$ cat src/rtl/mst_pkg.sv
package mst_pkg;

    // Four legs (three phases plus neutral) and four vectors per period
    localparam int LEGS  = 4;
    localparam int NVEC  = 4;
    localparam int NFRAC = NVEC - 1;
    localparam int LVL_W = 3;
    localparam int VEC_W = LEGS * LVL_W;

    typedef logic signed [LVL_W-1:0] lvl_t;
    typedef lvl_t [LEGS-1:0]         svec_t;
    typedef svec_t [NVEC-1:0]        seq_t;
    typedef logic [1:0]              slot_t;

    // Saturate one leg code into the allowed level window
    function automatic lvl_t lvl_clamp(lvl_t x, int lo, int hi);
        int v;
        v = int'(x);
        if (v < lo)
            return lvl_t'(lo);
        else if (v > hi)
            return lvl_t'(hi);
        else
            return x;
    endfunction

    // True when every leg of a vector lies inside the window
    function automatic logic vec_in_range(svec_t v, int lo, int hi);
        logic ok;
        ok = 1'b1;
        for (int k = 0; k < LEGS; k++) begin
            if (int'(v[k]) < lo || int'(v[k]) > hi)
                ok = 1'b0;
        end
        return ok;
    endfunction

endpackage

$ cat src/rtl/mst_period_ctr.sv
module mst_period_ctr #(
    parameter int PERIOD = 25000,
    parameter int CNT_W  = $clog2(PERIOD + 1)
) (
    input  logic             clk,
    input  logic             rst,
    output logic [CNT_W-1:0] cnt_o,
    output logic             wrap_o,
    output logic             first_o
);

    localparam logic [CNT_W-1:0] LAST = CNT_W'(PERIOD - 1);

    always_ff @(posedge clk) begin
        if (rst)
            cnt_o <= '0;
        else if (wrap_o)
            cnt_o <= '0;
        else
            cnt_o <= cnt_o + CNT_W'(1);
    end

    assign wrap_o  = (cnt_o == LAST);
    assign first_o = (cnt_o == '0);


    cnt_range_chk: assert property (@(posedge clk) disable iff (rst)
        cnt_o <= LAST);


    cnt_step_chk: assert property (@(posedge clk) disable iff (rst)
        (cnt_o != LAST) |=> (cnt_o == $past(cnt_o) + CNT_W'(1)));

endmodule

$ cat src/rtl/mst_dwell_scale.sv
module mst_dwell_scale
    import mst_pkg::*;
#(
    parameter int PERIOD = 25000,
    parameter int FRAC_W = 16,
    parameter int CNT_W  = $clog2(PERIOD + 1)
) (
    input  logic [NFRAC*(FRAC_W+1)-1:0] frac_i,
    output logic [NFRAC-1:0][CNT_W-1:0] bnd_o
);

    localparam int FW = FRAC_W + 1;
    localparam int PW = FW + CNT_W;
    localparam int TW = PW - FRAC_W;
    localparam int AW = CNT_W + 2;

    logic [NFRAC-1:0][TW-1:0] tick;

    // Fraction times period, scaled back by a shift
    generate
        for (genvar j = 0; j < NFRAC; j++) begin : g_scale
            logic [PW-1:0] prod;
            assign prod    = PW'(frac_i[j*FW +: FW]) * PW'(PERIOD);
            assign tick[j] = prod[PW-1:FRAC_W];
        end
    endgenerate

    // Running end points, saturating at the period length
    always_comb begin
        logic [AW-1:0] acc;
        acc = '0;
        for (int j = 0; j < NFRAC; j++) begin
            acc = acc + AW'(tick[j]);
            if (acc > AW'(PERIOD))
                acc = AW'(PERIOD);
            bnd_o[j] = acc[CNT_W-1:0];
        end
    end


    always_comb begin
        bnd_order_chk: assert (bnd_o[0] <= bnd_o[1] && bnd_o[1] <= bnd_o[2]
                               && bnd_o[2] <= CNT_W'(PERIOD));
    end

endmodule

$ cat src/rtl/mst_level_clamp.sv
module mst_level_clamp
    import mst_pkg::*;
#(
    parameter int LVL_MIN = -2,
    parameter int LVL_MAX = 2
) (
    input  seq_t raw_i,
    output seq_t sat_o
);

    generate
        for (genvar j = 0; j < NVEC; j++) begin : g_vec
            for (genvar k = 0; k < LEGS; k++) begin : g_leg
                assign sat_o[j][k] = lvl_clamp(raw_i[j][k], LVL_MIN, LVL_MAX);
            end
        end
    endgenerate

endmodule

$ cat src/rtl/mst_seq_timer.sv
module mst_seq_timer
    import mst_pkg::*;
#(
    parameter int CLK_HZ  = 250_000_000,
    parameter int SW_HZ   = 10_000,
    parameter int FRAC_W  = 16,
    parameter int LVL_MIN = -2,
    parameter int LVL_MAX = 2
) (
    input  logic                        clk,
    input  logic                        rst,
    input  logic [NVEC*VEC_W-1:0]       vec_i,
    input  logic [NFRAC*(FRAC_W+1)-1:0] frac_i,
    output logic [VEC_W-1:0]            lvl_o,
    output logic                        start_o
);

    localparam int PERIOD = CLK_HZ / SW_HZ;
    localparam int CNT_W  = $clog2(PERIOD + 1);

    logic [CNT_W-1:0]            cnt;
    logic                        wrap;
    logic                        first;
    seq_t                        raw_seq;
    seq_t                        sat_seq;
    logic [NFRAC-1:0][CNT_W-1:0] bnd_new;

    seq_t                        seq_q;
    logic [NFRAC-1:0][CNT_W-1:0] bnd_q;
    slot_t                       slot;
    svec_t                       lvl_q;
    logic                        start_q;

    assign raw_seq = vec_i;

    mst_period_ctr #(.PERIOD(PERIOD), .CNT_W(CNT_W)) ctr_i (
        .clk     (clk),
        .rst     (rst),
        .cnt_o   (cnt),
        .wrap_o  (wrap),
        .first_o (first)
    );

    mst_dwell_scale #(.PERIOD(PERIOD), .FRAC_W(FRAC_W), .CNT_W(CNT_W)) scale_i (
        .frac_i (frac_i),
        .bnd_o  (bnd_new)
    );

    mst_level_clamp #(.LVL_MIN(LVL_MIN), .LVL_MAX(LVL_MAX)) clamp_i (
        .raw_i (raw_seq),
        .sat_o (sat_seq)
    );

    // Take a new set only on the last clock of a period
    always_ff @(posedge clk) begin
        if (rst) begin
            seq_q <= '0;
            bnd_q <= '0;
        end else if (wrap) begin
            seq_q <= sat_seq;
            bnd_q <= bnd_new;
        end
    end

    // Which vector owns the current tick
    always_comb begin
        if (cnt < bnd_q[0])
            slot = 2'd0;
        else if (cnt < bnd_q[1])
            slot = 2'd1;
        else if (cnt < bnd_q[2])
            slot = 2'd2;
        else
            slot = 2'd3;
    end

    always_ff @(posedge clk) begin
        if (rst) begin
            lvl_q   <= '0;
            start_q <= 1'b0;
        end else begin
            lvl_q   <= seq_q[slot];
            start_q <= first;
        end
    end

    assign lvl_o   = lvl_q;
    assign start_o = start_q;


    latch_hold_chk: assert property (@(posedge clk) disable iff (rst)
        !wrap |=> ($stable(seq_q) && $stable(bnd_q)));


    slot_order_chk: assert property (@(posedge clk) disable iff (rst)
        (cnt != '0) |-> (slot >= $past(slot)));


    start_single_chk: assert property (@(posedge clk) disable iff (rst)
        start_o |=> !start_o);


    lvl_range_chk: assert property (@(posedge clk) disable iff (rst)
        vec_in_range(lvl_q, LVL_MIN, LVL_MAX));

endmodule

$ cat config.mk
export PLATFORM = sky130hd
export DESIGN_NAME = mst_seq_timer
export DESIGN_NICKNAME = d
export VERILOG_FILES = /design/src/rtl/mst_pkg.sv /design/src/rtl/mst_period_ctr.sv /design/src/rtl/mst_dwell_scale.sv /design/src/rtl/mst_level_clamp.sv /design/src/rtl/mst_seq_timer.sv
export SDC_FILE = /design/constraint.sdc
export NUM_CORES = 1
export LEC_CHECK = 0
export BUFFER_PORTS_ARGS = -buffer_cell sky130_fd_sc_hd__buf_2
export CORE_MARGIN = 2
export CORE_UTILIZATION = 60
export CTS_BUF_LIST = sky130_fd_sc_hd__clkbuf_4 sky130_fd_sc_hd__clkbuf_8 sky130_fd_sc_hd__clkbuf_16
export CTS_CLUSTER_SIZE = 10
export DETAILED_ROUTE_END_ITERATION = 7
export GPL_TIMING_DRIVEN = 0
export PLACE_DENSITY = 0.85
export SLEW_MARGIN = 15
export SYNTH_ARGS = -nofsm -noshare
export SYNTH_HDL_FRONTEND = slang
export SYNTH_SLANG_ARGS = --single-unit
$ cat constraint.sdc
create_clock -name clk -period 12.7 [get_ports clk]
set_input_delay 1.27 -clock clk [delete_from_list [all_inputs] [get_ports clk]]
set_output_delay 1.27 -clock clk [all_outputs]
set_load 0.05 [all_outputs]
# After elaboration in Yosys (flattened, before gate mapping)
# Cells that the tools add are included.
[word_totals]
reg_bits = 121
output_inout_bits = 13
wordCells = 113
[op_classes]
add_sub_neg = 3
n_mul = 3
magnitude_cmp = 39
eq_ne = 1
n_mux = 40
reduce_logical = 2
[ops]
columns = ["op", "n"]
rows = [
  ["2-to-1 mux 3 bit", 32],
  ["multiplier 17 x 12 -> 29 bit (second input constant)", 3],
  ["greater-than comparator 3 bit (second input constant)", 16],
  ["less-than comparator 3 x 2 -> 1 bit (second input constant)", 16],
  ["less-than comparator 15 bit", 3],
  ["greater-than comparator 17 x 15 -> 1 bit (second input constant)", 2],
  ["binary-select mux 12 bit (select 2 bit)", 1],
  ["adder 16 x 16 -> 17 bit", 1],
  ["adder 17 x 16 -> 17 bit", 1],
  ["2-to-1 mux 17 bit", 1],
  ["greater-than comparator 16 x 15 -> 1 bit (second input constant)", 1],
  ["2-to-1 mux 16 bit", 1],
  ["adder 15 x 1 -> 15 bit (second input constant)", 1],
  ["== test 15 bit (second input constant)", 1],
  ["logical NOT 15 bit", 1],
  ["2-to-1 mux 15 bit", 1],
  ["2-to-1 mux 12 bit", 1],
  ["2-to-1 mux 2 bit", 2],
  ["less-than comparator 2 x 3 -> 1 bit (second input constant)", 1],
  ["OR reduction 2 bit", 1],
  ["2-to-1 mux 1 bit", 1],
]

# Depth between registers and ports, before layout
[logic_depth]
depth_word = 9
depth_mapped = 57
mapped_depth_nobuf = 56

# Hierarchy
# From an unflattened synthesis, not the netlist that was laid out.
[hier_totals]
hier_cells = 1989
area_unflattened_um2 = 17809.6
[modules_own_cells]
columns = ["mod", "n_inst", "cells_each", "area_per_inst_um2"]
rows = [
  ["mst_dwell_scale", 1, 1308, 11566.1],
  ["mst_seq_timer", 1, 533, 5058.6],
  ["mst_period_ctr", 1, 84, 744.5],
  ["mst_level_clamp", 1, 64, 440.4],
]

# Worst setup path before layout
# Ideal clock, no wire load.
[synth_timing]
path_kind = "input port to flip-flop"
startpoint = "input port frac_i[13]"
endpoint = "register bnd_q[32] (netlist name)"
t_arrival_ns = 11.688
required_ns = 12.562
setup_slack_ns = 0.874
stages = 53
n_path_buf = 2
path_cell_list = "ha_1 ha_1 inv_1 fa_1 inv_1 fa_1 inv_1 fa_1 inv_1 ha_1 nand4_2 o22ai_1 a21o_1 or3_4 a211oi_2 xor2_1 o31a_1 nor4_1 [... 17 more ...] inv_1 fa_1 inv_1 a21oi_1 o21bai_1 a21o_1 nand2_1 a21boi_0 o21ai_0 a21boi_0 o21ai_0 a21oi_1 a31oi_1 xor2_1 o21a_1 o21ai_0 clkbuf_1 o32ai_1"
[synth_rtl]
columns = ["item", "line", "text"]
rows = [
  ["start: declaration", "mst_seq_timer.sv:13", "input logic [NFRAC*(FRAC_W+1)-1:0] frac_i,"],
  ["end signal: assignment", "mst_seq_timer.sv:61", "bnd_q <= bnd_new;"],
  ["end: declaration", "mst_seq_timer.sv:29", "logic [NFRAC-1:0][CNT_W-1:0] bnd_q;"],
]

==> results.toml <==
[cells_and_area]
final_cell_count_no_fill = 2444
nets = 2677
antennaDiodeCount = 0
drive_gt1_share_pct = 10.9
fill_cells = 2091
regArea_um2 = 2420
syn_to_final_growth_pct = 11.5
multiInputGateArea_um2 = 13100
design_area_um2 = 18800

[worst_hold_path]
min_path_cells = 2
min_path_type = "reg2reg"

[floorplanning]
dieHeight_um = 172
initial_core_util_pct = 60.9
core_um2 = 27700
row_count = 61
ioPinCount = 114
fp.dieW_um = 172
dieArea_um2 = 29500

[worst_setup_path]
cpMaxStageDelayCell = "fa_1"
r2r_cells = 16
critical_path.max_fanout = 10
critPathMostFrequentCell = "ha_1"
critPathKind = "in2reg"
max_stage_delay_ps = 530
cp.arrival_ps = 12560
start_kind = "input pin"
required_ps = 13020
end_kind = "flop"

[route]
wl_per_cell_um = 16.4
drt-pass1-iter-count = 6
drtAntennaViolNets = 0
drt-total-wl_um = 40200
vias = 14000
drc = 0
viasPerCell = 5.72
drt_iter0_markers = 1014

[yosys]
ys.flop_type = "dfxtp_1"
ys_ff_latch = 121
synth_top_area_share_pct = 28.5
synth_top_area_cell = "ha_1"
syn-instance-count = 1905
synth_top_cells_by_count = "ha_1, inv_1, fa_1"
async_flop_share_pct = 0
post-synth-top-count-cell = "ha_1"
yosysSeqAreaShare_pct = 14.4
synth_edf_count = 0
synth_area_um2 = 16900
synth_area_leaders = "ha_1, fa_1, dfxtp_1, inv_1, xnor2_1"
synth_cell_types = 80
avgSynthCellArea_um2 = 8.85
yosysWarnings = 0

[timing]
skew_ps = 5.40
setup_viol = 0
tightestPinTransition_ps = 753
report.final.hold_viol_count = 0
fmax_mhz = 81.7
period_needed_ps = 12240
fin_crit_sh_pct = 96.4
max_slew_margin_pct = 49.5
drv_slew = 0
whs_ps = 454
setup_tns_ps = 0

[global_route]
grt_pass1_wl_um = 66000
first_global_vias = 14200
overflow = 0
grt_start_max_net_pins = 17
antenna_found_initial = 0
track_usage_pct = 27.7

[placement]
place.gp.congestion = 0.928
place_inst = 2396
port_buffers = 112
placed_area_um2 = 17900
dp_hpwl_um = 32900

[clock_network]
htreeDepth = 4
clkTransAtPathRegs_ps = 60
clk_latency_ps = 430
clock_sinks = 121
cts_buffers = 17
cts.path.max_buffers = 2
tritoncts = "built"
root_buffer = "clkbuf_16"
ctsHoldBuffers = 0

[status]
outcome = "completed"

[job]
timing.max_cap.violations = 0
worst max-delay path, delay by kind of cell:
family                   cells  cell delay (ps)
XOR/XNOR                     2              480
buffers and inverters        7              620
AND/OR/NAND/NOR             10             1720
AO/OA/AOI/OAI               22             4500
multiplexers                 2              480
adder cells (fa/ha/maj)      9             3460
cells in the final DEF, fill, tap and decap left out, types with 33 or more instances in the layout:
master    Yosys  layout
ha_1        384     380
xor2_1       37      35
nor2_1      100      98
a21oi_1     115     111
buf_2         6     117
a21o_1       35      35
xnor2_1      69      68
fa_1        139     139
nand3_1      36      36
nand2_1     135     135
clkbuf_1     34      33
dfxtp_1     121     121
inv_1       351     351
nor3_1       55      54
kinds of logic (layout without fill, tap and decap cells):
kind of cell	after synthesis	after routing	share of synthesized area, %
other	1	2	0.0222
adders and majority gates	525	525	45.1
DFF	121	121	14.4
buffers and inverters	395	555	8.90
AOI/OAI and AO/OA	322	322	13.5
muxes	3	3	0.178
and+or+nand+nor	430	430	12.2
xor gates and xnor gates	108	108	5.77
flip-flops by register name (all words and copies together) (netlist names):
register     count
lvl_o           12
start_o          1
seq_q           48
ctr_i.cnt_o     15
bnd_q           45
worst paths after layout:
check                                                from                endpoint  slack (ps)
worst min-delay path                bnd_q[6]$_SDFFE_PP0P_   bnd_q[6]$_SDFFE_PP0P_         450
worst max-delay path                           frac_i[12]  bnd_q[31]$_SDFFE_PP0P_         460
worst max register to register  ctr_i.cnt_o[1]$_SDFF_PP0_     lvl_o[2]$_SDFF_PP0_        8570
worst min register to register      bnd_q[6]$_SDFFE_PP0P_   bnd_q[6]$_SDFFE_PP0P_         450
metal layers:
metal	routed length (um)	global-route usage, %
met1	16800	34.6
met2	20200	49.8
met3	2150	3.43
met4	1040	8.33
met5	0	0
per-stage QoR:
stage / utilization (%) / setup slack, ps
final: 67.9 / 463
after global routing: 67.9 / -141
after CTS: 67.0 / 32.7
after detailed placement: 64.6 / -768
after global placement: 64.6 / -516
after floorplan: - / 874
area by class of cell:
| cell class | instances | share of cell area [%] |
|---|---|---|
| tap | 378 | 2.52 |
| inverter | 351 | 7.01 |
| timing repair buffer | 128 | 3.62 |
| sequential | 121 | 12.9 |
| buffer | 44 | 1.03 |
| multi-input combinational | 1390 | 69.6 |
| clock buffer | 20 | 2.45 |
| clock inverter | 12 | 0.912 |
repair_timing:
action / CTS / global route
setup endpoints to repair: 13 / 15
buffers inserted: 2 / 14
gates resized for setup: 3 / 36
pin swaps: 2 / 13
Power is not shown: default switching activity piles up to over one toggle a cycle in this logic, so the estimate is an artifact.
